`src/rtl/flog_pkg.sv`:
```
package flog_pkg;
  localparam int NTYPES = 5;
  localparam int TYPE_W = 3;

  typedef enum logic [2:0] {
    CMD_SET_TIME  = 3'd0,
    CMD_SET_RATE  = 3'd1,
    CMD_RAIL_EN   = 3'd2,
    CMD_MASTER_EN = 3'd3,
    CMD_CONTROL   = 3'd4
  } cmd_e;

  // True when the sub-second count reaches the end of one second
  function automatic logic sec_wrap(input logic [31:0] frac, input logic [31:0] tps);
    return ({1'b0, frac} + 33'd1) >= {1'b0, tps};
  endfunction

  // Isolate the lowest set bit (highest priority)
  function automatic logic [NTYPES-1:0] lowest_bit(input logic [NTYPES-1:0] v);
    return v & (~v + 1'b1);
  endfunction

  function automatic logic [TYPE_W-1:0] bit_index(input logic [NTYPES-1:0] oh);
    logic [TYPE_W-1:0] r;
    r = '0;
    for (int i = 0; i < NTYPES; i++)
      if (oh[i]) r = TYPE_W'(i);
    return r;
  endfunction
endpackage

```
`src/rtl/flog_timebase.sv`:
```
module flog_timebase #(
  parameter logic [31:0] REF_HZ = 32'd50_000_000
) (
  input  logic        clk,
  input  logic        rst_n,
  input  logic        set_time,
  input  logic        set_rate,
  input  logic [31:0] wdata,
  output logic [31:0] tod
);
  import flog_pkg::*;

  logic [31:0] frac_q;
  logic [31:0] tps_q;
  logic        wrap;

  assign wrap = sec_wrap(frac_q, tps_q);

  always_ff @(posedge clk) begin
    if (!rst_n) begin
      frac_q <= '0;
      tps_q  <= REF_HZ;
      tod    <= '0;
    end else begin
      if (set_rate) tps_q <= wdata;
      if (set_time) begin
        tod    <= wdata;
        frac_q <= '0;
      end else if (wrap) begin
        tod    <= tod + 32'd1;
        frac_q <= '0;
      end else begin
        frac_q <= frac_q + 32'd1;
      end
    end
  end

  // without a time load the counter moves by at most one second per cycle
  assert_tod_step_R2: assert property (@(posedge clk) disable iff (!rst_n)
    !set_time |=> (tod == $past(tod) || tod == $past(tod) + 32'd1));
endmodule

```
`src/rtl/flog_pending.sv`:
```
module flog_pending #(
  parameter int RW = 3
) (
  input  logic                            clk,
  input  logic                            rst_n,
  input  logic                            flush,
  input  logic [flog_pkg::NTYPES-1:0]     qual,
  input  logic [flog_pkg::NTYPES*RW-1:0]  evt_rail,
  output logic                            pop_valid,
  output logic [flog_pkg::TYPE_W-1:0]     pop_type,
  output logic [RW-1:0]                   pop_rail
);
  import flog_pkg::*;

  logic [NTYPES-1:0] pend_q;
  logic [NTYPES-1:0] pop_mask;
  logic [NTYPES-1:0] accept;
  logic [RW-1:0]     rail_q [NTYPES];

  assign pop_mask  = lowest_bit(pend_q);
  assign pop_valid = |pend_q;
  assign pop_type  = bit_index(pop_mask);
  assign pop_rail  = rail_q[pop_type];
  // a type still waiting after this cycle refuses a second strobe
  assign accept    = qual & ~(pend_q & ~pop_mask);

  always_ff @(posedge clk) begin
    if (!rst_n || flush) pend_q <= '0;
    else                 pend_q <= (pend_q & ~pop_mask) | accept;
  end

  for (genvar t = 0; t < NTYPES; t++) begin : g_rail
    always_ff @(posedge clk) begin
      if (!rst_n)         rail_q[t] <= '0;
      else if (accept[t]) rail_q[t] <= evt_rail[t*RW +: RW];
    end
  end

  // with no new arrivals the pending set drains by exactly one per cycle
  assert_drain_one_R6: assert property (@(posedge clk) disable iff (!rst_n)
    (!flush && qual == '0 && pop_valid) |=>
      ($countones(pend_q) == $countones($past(pend_q)) - 1));
endmodule

```
`src/rtl/flog_store.sv`:
```
module flog_store #(
  parameter int LOG_DEPTH = 32,
  parameter int NUM_RAILS = 8,
  parameter int RW        = 3,
  localparam int IDXW     = $clog2(LOG_DEPTH),
  localparam int CW       = $clog2(LOG_DEPTH + 1)
) (
  input  logic                        clk,
  input  logic                        rst_n,
  input  logic                        clear,
  input  logic                        wr_req,
  input  logic [flog_pkg::TYPE_W-1:0] wr_type,
  input  logic [RW-1:0]               wr_rail,
  input  logic [NUM_RAILS-1:0]        wr_state,
  input  logic [31:0]                 wr_time,
  input  logic [IDXW-1:0]             rd_idx,
  output logic [flog_pkg::TYPE_W-1:0] rd_type,
  output logic [RW-1:0]               rd_rail,
  output logic [NUM_RAILS-1:0]        rd_state,
  output logic [31:0]                 rd_time,
  output logic [CW-1:0]               count,
  output logic                        full
);
  import flog_pkg::*;

  logic [TYPE_W-1:0]    type_mem  [LOG_DEPTH];
  logic [RW-1:0]        rail_mem  [LOG_DEPTH];
  logic [NUM_RAILS-1:0] state_mem [LOG_DEPTH];
  logic [31:0]          time_mem  [LOG_DEPTH];
  logic                 wr_done;
  logic [IDXW-1:0]      wr_ptr;

  assign full    = (count == CW'(LOG_DEPTH));
  assign wr_done = wr_req && !full && !clear;
  assign wr_ptr  = count[IDXW-1:0];

  always_ff @(posedge clk) begin
    if (!rst_n || clear) count <= '0;
    else if (wr_done)    count <= count + CW'(1);
  end

  always_ff @(posedge clk) begin
    if (wr_done) begin
      type_mem[wr_ptr]  <= wr_type;
      rail_mem[wr_ptr]  <= wr_rail;
      state_mem[wr_ptr] <= wr_state;
      time_mem[wr_ptr]  <= wr_time;
    end
  end

  assign rd_type  = type_mem[rd_idx];
  assign rd_rail  = rail_mem[rd_idx];
  assign rd_state = state_mem[rd_idx];
  assign rd_time  = time_mem[rd_idx];

  assert_no_overflow_R8: assert property (@(posedge clk) disable iff (!rst_n)
    count <= CW'(LOG_DEPTH));
  assert_full_frozen_R8: assert property (@(posedge clk) disable iff (!rst_n)
    (full && !clear) |=> $stable(count));
  assert_count_step_R10: assert property (@(posedge clk) disable iff (!rst_n)
    !clear |=> (count == $past(count) || count == $past(count) + CW'(1)));
endmodule

```
`src/rtl/fault_event_logger.sv`:
```
module fault_event_logger #(
  parameter int          NUM_RAILS  = 8,
  parameter int          LOG_DEPTH  = 32,
  parameter logic [31:0] REF_HZ     = 32'd50_000_000,
  parameter logic [4:0]  MASTER_RST = 5'b11111,
  localparam int         RW         = $clog2(NUM_RAILS),
  localparam int         IDXW       = $clog2(LOG_DEPTH),
  localparam int         CW         = $clog2(LOG_DEPTH + 1)
) (
  input  logic                 clk,
  input  logic                 rst_n,
  input  logic [4:0]           evt_strobe,
  input  logic [5*RW-1:0]      evt_rail,
  input  logic [NUM_RAILS-1:0] rail_state,
  input  logic                 cmd_valid,
  input  logic [2:0]           cmd_sel,
  input  logic [RW-1:0]        cmd_rail,
  input  logic [31:0]          cmd_data,
  input  logic [IDXW-1:0]      rd_idx,
  output logic [2:0]           rd_type,
  output logic [RW-1:0]        rd_rail,
  output logic [NUM_RAILS-1:0] rd_state,
  output logic [31:0]          rd_time,
  output logic [31:0]          tod_sec,
  output logic [CW-1:0]        log_count,
  output logic                 log_full
);
  import flog_pkg::*;

  logic [NTYPES-1:0] master_en;
  logic [NTYPES-1:0] rail_en [NUM_RAILS];
  logic [NTYPES-1:0] qual;
  logic              set_time, set_rate, wr_rail_en, wr_master, clear;
  logic              pop_valid;
  logic [TYPE_W-1:0] pop_type;
  logic [RW-1:0]     pop_rail;

  assign set_time   = cmd_valid && cmd_sel == CMD_SET_TIME;
  assign set_rate   = cmd_valid && cmd_sel == CMD_SET_RATE;
  assign wr_rail_en = cmd_valid && cmd_sel == CMD_RAIL_EN;
  assign wr_master  = cmd_valid && cmd_sel == CMD_MASTER_EN;
  assign clear      = cmd_valid && cmd_sel == CMD_CONTROL && cmd_data[0];

  always_ff @(posedge clk) begin
    if (!rst_n) begin
      master_en <= MASTER_RST;
      for (int r = 0; r < NUM_RAILS; r++) rail_en[r] <= '1;
    end else begin
      if (wr_master)  master_en <= cmd_data[NTYPES-1:0];
      if (wr_rail_en) rail_en[cmd_rail] <= cmd_data[NTYPES-1:0];
    end
  end

  for (genvar t = 0; t < NTYPES; t++) begin : g_qual
    logic [RW-1:0] src;
    assign src     = evt_rail[t*RW +: RW];
    assign qual[t] = evt_strobe[t] & master_en[t] & rail_en[src][t];
  end

  flog_timebase #(.REF_HZ(REF_HZ)) u_time (
    .clk(clk), .rst_n(rst_n), .set_time(set_time), .set_rate(set_rate),
    .wdata(cmd_data), .tod(tod_sec)
  );

  flog_pending #(.RW(RW)) u_pend (
    .clk(clk), .rst_n(rst_n), .flush(clear), .qual(qual), .evt_rail(evt_rail),
    .pop_valid(pop_valid), .pop_type(pop_type), .pop_rail(pop_rail)
  );

  flog_store #(.LOG_DEPTH(LOG_DEPTH), .NUM_RAILS(NUM_RAILS), .RW(RW)) u_store (
    .clk(clk), .rst_n(rst_n), .clear(clear), .wr_req(pop_valid),
    .wr_type(pop_type), .wr_rail(pop_rail), .wr_state(rail_state), .wr_time(tod_sec),
    .rd_idx(rd_idx), .rd_type(rd_type), .rd_rail(rd_rail), .rd_state(rd_state),
    .rd_time(rd_time), .count(log_count), .full(log_full)
  );

  // with every master enable off and nothing waiting, nothing can start waiting
  assert_master_gate_R5: assert property (@(posedge clk) disable iff (!rst_n)
    (master_en == '0 && !pop_valid) |=> !pop_valid);
endmodule

```
`config.mk`:
```
export PLATFORM = sky130hd
export DESIGN_NAME = fault_event_logger
export DESIGN_NICKNAME = d
export VERILOG_FILES = /design/src/rtl/flog_pkg.sv /design/src/rtl/flog_timebase.sv /design/src/rtl/flog_pending.sv /design/src/rtl/flog_store.sv /design/src/rtl/fault_event_logger.sv
export SDC_FILE = /design/constraint.sdc
export NUM_CORES = 2
export LEC_CHECK = 0
export BUFFER_PORTS_ARGS = -buffer_cell sky130_fd_sc_hd__buf_4
export CAP_MARGIN = 25
export CORE_ASPECT_RATIO = 1.25
export CORE_MARGIN = 4
export CORE_UTILIZATION = 50
export DETAILED_ROUTE_END_ITERATION = 10
export HOLD_SLACK_MARGIN = 0.12
export PLACE_DENSITY = 0.69
export SKIP_LAST_GASP = 1
export SYNTH_ARGS = -nofsm -noshare
export SYNTH_HDL_FRONTEND = slang
export SYNTH_SLANG_ARGS = --single-unit
export TNS_END_PERCENT = 100
```
`constraint.sdc`:
```
create_clock -name clk -period 4.1 [get_ports clk]
set_input_delay 0.205 -clock clk [delete_from_list [all_inputs] [get_ports clk]]
set_output_delay 0.205 -clock clk [all_outputs]
set_load 0.02 [all_outputs]
```
# == After elaboration in Yosys (flattened, before gate mapping) ==
# Memories as Yosys holds them, arrays and structs flattened.
# Index checks and enable logic that the tools add are counted.
# classes
muxes,35
n_shift,0
addsub,5
n_mul,0
div_mod_pow,0
n_reduce_logical,17
n_eq_ne,5
magnitude_cmp,1
n_bitwise,23
# ops
cell,count
$add A32 B1 Y32 const B,2
$mux W32,2
$add A32 B1 Y33 const B,1
$ge A33 B32 Y1,1
$mux W1,23
$mux W3,7
$and A5 B5 Y5,3
$not A5 Y5,3
$and A1 B1 Y1,10
$reduce_or A5 Y1,2
$logic_and A1 B1 Y1,8
$add A6 B1 Y6 const B,1
$eq A3 B2 Y1 const B,2
$eq A6 B6 Y1 const B,1
$add A5 B1 Y5 const B,1
$mux W5,1
$or A1 B1 Y1,5
$or A5 B5 Y5,1
$mux W2,2
$eq A3 B1 Y1 const B,1
$eq A3 B3 Y1 const B,1
$logic_not A1 Y1,3
$logic_not A3 Y1,1
$reduce_or A3 Y1,1
3 further kinds,3
# totals
register_bits,112
romBits,0
inputBits,74
out_inout_bits,85
latch_bits,0
mem_count,6
mem_bits_rw,1527
# memory_table
name,words,width,read_ports,rd_clocked_by_memory_dff,wr,line_no,source
u_store.time_mem,32,32,1,0,1,flog_store.sv:29,logic [31:0] time_mem [LOG_DEPTH];
u_store.state_mem,32,8,1,0,1,flog_store.sv:28,logic [NUM_RAILS-1:0] state_mem [LOG_DEPTH];
u_store.rail_mem,32,3,1,0,1,flog_store.sv:27,logic [RW-1:0] rail_mem [LOG_DEPTH];
u_store.type_mem,32,3,1,0,1,flog_store.sv:26,logic [TYPE_W-1:0] type_mem [LOG_DEPTH];
rail_en,8,5,5,0,8,fault_event_logger.sv:31,logic [NTYPES-1:0] rail_en [NUM_RAILS];
u_pend.rail_q,5,3,1,0,5,flog_pending.sv:18,logic [RW-1:0] rail_q [NTYPES];

# == Longest topological paths before layout ==
# logic_depth
word_depth,11
mapped_depth,16
ltp_nobuf,14

# == Cells and area by module ==
# Synthesis repeated with hierarchy kept, for this count alone.
# hier_totals
cells_unflattened,4167
area_unflattened_um2,66289.8
# by_module_without_submodules
mod,seq_area_each_um2,area_per_inst_um2,cells_each,n_inst
flog_store,44322.5,57403.8,3218,1
flog_timebase,1921.8,5505.3,669,1
fault_event_logger,1301.2,2269.7,160,1
flog_pending,550.5,1111.1,120,1

# == Worst setup path after synthesis ==
# Ideal clock, no wire load.
# synth_path
path_kind,reg-to-reg
from,register u_store.count[3]
to,memory u_store.rail_mem[31][0] (enable)
path_stages_with_launch,8
arrival_ps,3640
path_buffers,2
setup_slack_ps,10
synth_period_minus_slack_ps,4090
path_cell_list,dfxtp_1 clkbuf_1 or3_1 clkbuf_1 o22ai_1 nor2b_1 nand2_1 nor2_1
# synth_between
elab_chain_len,6
# synth_rtl
item,line_no,source
"start, declared",flog_store.sv:21,"output logic [CW-1:0] count,"
"start signal, assigned",flog_store.sv:39,else if (wr_done) count <= count + CW'(1);
$eq A6 B6 Y1,flog_store.sv:33,assign full = (count == CW'(LOG_DEPTH));
$logic_not A1 Y1,flog_store.sv:34,assign wr_done = wr_req && !full && !clear;
$logic_and A1 B1 Y1 (2 in series),flog_store.sv:34,
$mux W1,flog_store.sv:43,if (wr_done) begin
$mux W1 (implied by the code),flog_store.sv:45,rail_mem[wr_ptr] <= wr_rail;
"end, declared",flog_store.sv:27,
# Parallel ways exist; a longest one is shown, timed or not.

# == Final worst setup path ==
# layout_path
from,register u_time.frac_q[0]
to,register u_time.tod[13]
# layout_between
elab_chain_len,3
# layout_rtl
item,line_no,source
"start, declared",flog_timebase.sv:13,logic [31:0] frac_q;
"start signal, assigned",flog_timebase.sv:33,frac_q <= frac_q + 32'd1;
$add A32 B1 Y33,flog_pkg.sv:15,"return ({1'b0, frac} + 33'd1) >= {1'b0, tps};"
$ge A33 B32 Y1,flog_pkg.sv:15,
$reduce_bool A2 Y1 (no source line),n/a,
"end signal, assigned",flog_timebase.sv:27,tod <= wdata;
"end signal, assigned",flog_timebase.sv:30,tod <= tod + 32'd1;
"end, declared",flog_timebase.sv:9,output logic [31:0] tod
# No other way between the ends.
# A chain may end at the register's enable or synchronous reset.

==> run summary <==
The repair_antennas step left the layout with diodes totalling 0. The number of endpoints with negative hold slack in the final report is 0. The data arrival time of the critical path is 4.55 ns.

The final-report setup violation count is 0. The CTS H-tree depth came out at 4. The total negative slack is 0 ns. At the end of the flow, the number of nets in the layout was 3624. The clock period could shrink to 3.88 ns.

STA puts the critical path data required time at 4.77 ns. The aggregate global routing overflow came out at 0. The routed wirelength normalized by instance count came out at 29.9 um. Final hold analysis gives a worst-case slack of 0.244 ns.

The maximum clock rate came out at 258 MHz. The insertion delay to the later sink of the worst-skew pair is 0.78 ns. The total die area is 0.135 mm2.

For this design the static power due to leakage is 0.0250 uW. The number of maximum-capacitance constraint violations is 0. Once the floorplan was initialized, standard cells occupied 50.6% of the core. TritonCTS built the clock tree.

In this run the worst setup path begins at u_time.frac_q[0]$_SDFF_PP0_. The worst-case register-to-register setup slack came out at 0.22 ns. Traced cell by cell, the critical path runs through ha_2, nand3_1, buf_4, nor2_1, and3_1, xor2_1, ha_1, nand4_1, inv_1, a221oi_2, buf_4, o211ai_1, o31ai_4, buf_4, a21oi_1, o221a_2. Across the VDD grid, the largest voltage drop is 0.430 mV. The area of the core came out at 0.127 mm2. In the global route stage, met3 resource usage came out at 4.02%. The maximum number of pins on one net before global-route repair came out at 96. The number of sinks on the clock net is 1639. In this run the most used layer during global routing was met2.

STA classifies the critical path endpoint as a register. The startpoint identified for the worst register-to-register timing path is u_time.frac_q[0]$_SDFF_PP0_. For this run, the slowest stage of the critical path takes 0.59 ns. The worst clock skew is 0.0189 ns.

The global routing usage summed across all routing layers came out at 24.0%. The unique cell type count in the Yosys netlist is 58. The relative max-transition margin came out at 28.5%.

The flow ran to the end, and the final reports show no timing, DRC or antenna violations. The initialized floorplan defines 146 standard-cell rows. The total number of vias is 33000. The post-route core utilization came out at 59.1%. Counting every net in the synthesized netlist gives 3204. The pre-antenna-repair detailed-routing pass consisted of 5 iterations.

In this run the worst hold path is classified as primary input to register. The flip-flop and latch count after synthesis is 1639. In this run the deepest clock path goes through 3 buffers. The weighted congestion at the end of routability-driven global placement is 0.798. The via count of the first global-routing pass came out at 34400. For this run, the leading register cell type out of synthesis is sky130_fd_sc_hd__edfxtp_1. Dividing the synthesized area by the synthesized cell count gives 20.8 um2. The critical path class is register to register.

The final critical-path share of the clock period is 94.6%. The instance count after placement with tap cells included came out at 4953. The synthesized design contains 1527 enable-type register cells. The number of design rule violations left after detail routing is 0. The part of the Yosys area used for sequential elements is 74.7%. The worst hold path begins at cmd_data[20]. The ratio of total power to cell area is 464 mW/mm2. The cell area after technology mapping is 0.0644 mm2.

Among the stages of the critical path, the cell type that occurs most often is sky130_fd_sc_hd__buf_4. The number of antenna violations at the first check in global routing came out at 1. After filler insertion, the fill cell instance count of the layout stands at 8939. The non-filler instance count after layout came out at 5339.

The die outline width is 329 um. At the pin with the least slew margin, the transition time is 1.07 ns. For this run, the number of Yosys warnings is 0. The share of synthesized flip-flops with an asynchronous set or reset is 0%.

The number of I/O port buffers is 158. The met2 track utilization from global routing came out at 40.9%. The global-route wire length before repair is 234000 um. The clock input transition at the sequential cells of the worst setup and hold paths came out at 0.07 ns.

The post-route netlist has 32.0% of its cells at a drive strength greater than 1. The number of max-slew violations in the final report came out at 0. The vias per cell came out at 6.18. The half-perimeter wire length of the detailed placement result came out at 90800 um.

On the critical path, the stage with the largest delay is an instance of sky130_fd_sc_hd__o31ai_4. The floorplan die height came out at 409 um. The initial detailed-routing violation count came out at 3904. The count of nets left with antenna violations once routing finished came out at 0.

The largest driver fanout on the critical path came out at 8. The aggregate routed wire length came out at 160000 um. The number of primary I/O pins came out at 159. In this run the clock root is driven by a sky130_fd_sc_hd__clkbuf_16. The worst setup path is launched from a register.

The global-route met1 utilization came out at 32.0%. The growth of design area from synthesis to finish is 16.8%. The number of clock buffers inserted by TritonCTS came out at 154. The gate count of the mapped netlist is 3092.
-- area by class of cell --
type                    instances  area, um2  share of cell area [%]
clock buffers                 192       4070                    5.42
flip-flops and latches       1639      48100                    64.0
inverters                      42        159                   0.211
well taps                    1702       2130                    2.83
multi-input cells            1251      15900                    21.1
clock inverters                89        918                    1.22
repair buffers                424       3930                    5.23
-- path summary, 6_finish.rpt --
check / endpoint / cells past startpoint
worst max-delay path: u_time.tod[13]$_SDFFE_PN0P_ / 16
worst max register to register: u_time.tod[13]$_SDFFE_PN0P_ / 16
worst min register to register: u_time.tps_q[3]$_SDFFE_PN0P_ / 2
worst min-delay path: u_time.tps_q[20]$_SDFFE_PN1P_ / 4
-- cell usage after synthesis (3+ instances only) --
cell type,number,area [um2]
sky130_fd_sc_hd__o22ai_1,5,31.3
sky130_fd_sc_hd__ha_1,38,475
sky130_fd_sc_hd__dfxtp_1,112,2240
sky130_fd_sc_hd__or3_1,5,31.3
sky130_fd_sc_hd__nand4_1,25,156
sky130_fd_sc_hd__mux2_2,51,574
sky130_fd_sc_hd__nor2b_1,11,68.8
sky130_fd_sc_hd__o31ai_1,9,67.6
sky130_fd_sc_hd__xor2_1,15,131
sky130_fd_sc_hd__nor3_1,22,110
sky130_fd_sc_hd__mux4_2,470,10600
sky130_fd_sc_hd__and3_1,40,250
sky130_fd_sc_hd__nor4_1,8,50.1
sky130_fd_sc_hd__nand2b_1,27,169
sky130_fd_sc_hd__xnor2_1,19,166
sky130_fd_sc_hd__mux2i_1,12,120
sky130_fd_sc_hd__o211ai_1,17,128
sky130_fd_sc_hd__buf_2,12,60.1
sky130_fd_sc_hd__and2_1,16,100
sky130_fd_sc_hd__nand3b_1,5,37.5
sky130_fd_sc_hd__buf_1,35,131
sky130_fd_sc_hd__clkbuf_1,113,424
sky130_fd_sc_hd__o32ai_1,18,158
sky130_fd_sc_hd__a21o_1,3,22.5
sky130_fd_sc_hd__a22oi_1,3,22.5
sky130_fd_sc_hd__nor2_1,70,263
sky130_fd_sc_hd__edfxtp_1,1527,45900
sky130_fd_sc_hd__nand2_1,168,631
sky130_fd_sc_hd__and4_1,6,52.6
sky130_fd_sc_hd__or2_2,29,181
sky130_fd_sc_hd__and3b_1,3,26.3
sky130_fd_sc_hd__inv_1,42,158
sky130_fd_sc_hd__a21oi_1,80,400
sky130_fd_sc_hd__o21ai_0,18,90.1
sky130_fd_sc_hd__nand3_1,28,140
-- flip-flops by register name (all words and copies together) (netlist names), 15 cells and up --
signal	count
rail_en	40
u_store.state_mem	256
u_time.tod	32
u_time.frac_q	32
u_time.tps_q	32
u_pend.rail_q	15
u_store.rail_mem	96
u_store.type_mem	96
u_store.time_mem	1024
-- metrics by stage --
| step | total power (uW) | instance area [um2] | worst slack (ns) |
|---|---|---|---|
| finish | 34900 | 75200 | 0.222 |
| detailed placement | 21000 | 69000 | -0.0463 |
| global placement | 21000 | 69000 | 0.0156 |
| CTS | 35100 | 75000 | 0.0138 |
| global route | 36000 | 75200 | -0.0142 |
| floorplan | 20100 | 64400 | 0.00997 |
-- per-layer routing --
layer / up-vias / share of wire [%] / wire length, um
met5: - / 0 / 0
met1: 17500 / 38 / 60400
met4: 0 / 2.9 / 4640
met3: 282 / 7.3 / 11700
li1: 13700 / - / -
met2: 1558 / 52 / 82900
-- where the power goes --
group          switching (uW)  internal, uW
Combinational            1230           932
Clock                    6160          8000
Sequential               75.2         18500
Total                    7460         27400
-- placed cells by master, fill, tap and decap left out, types with 28 or more instances in the layout --
cell	n
sky130_fd_sc_hd__mux4_2	470
sky130_fd_sc_hd__clkbuf_1	33
sky130_fd_sc_hd__edfxtp_1	1527
sky130_fd_sc_hd__nand2_1	168
sky130_fd_sc_hd__nor2_4	31
sky130_fd_sc_hd__and3_1	39
sky130_fd_sc_hd__buf_12	34
sky130_fd_sc_hd__buf_4	286
sky130_fd_sc_hd__inv_1	40
sky130_fd_sc_hd__clkbuf_16	157
sky130_fd_sc_hd__clkinv_1	28
sky130_fd_sc_hd__dfxtp_1	110
sky130_fd_sc_hd__mux2_2	51
sky130_fd_sc_hd__ha_1	36
sky130_fd_sc_hd__nor2_1	37
sky130_fd_sc_hd__a21oi_1	79
sky130_fd_sc_hd__or2_2	29
sky130_fd_sc_hd__dlygate4sd3_1	98
-- critical path: cells and delay by family (launching register included) --
family / cells / cell delay, ns
flip-flops: 1 / 0.37
AO/OA/AOI/OAI: 5 / 1.35
XOR/XNOR: 1 / 0.21
adder cells (fa/ha/maj): 2 / 0.50
buffers and inverters: 4 / 0.64
AND/OR/NAND/NOR: 4 / 0.71
-- cell families after synthesis --
logic type	count (synthesis)	synth area share [%]
multiplexers	533	17.5
adder cells (fa/ha/maj)	38	0.738
flip-flops	1639	74.7
AO/OA/AOI/OAI	171	1.68
XOR/XNOR	34	0.462
AND/OR/NAND/NOR	475	3.71
buffers and inverters	202	1.20
-- repair_timing --
item / CTS / global route
setup endpoints to repair: 33 / 64
cloned: 0 / 0
hold endpoints to repair: 420 / 0
pin swaps: 2 / 15
resized for setup: 2 / 17
hold buffers: 98 / 0
setup buffers: 1 / 4
Note: power is estimated with default switching activity, not from simulation.
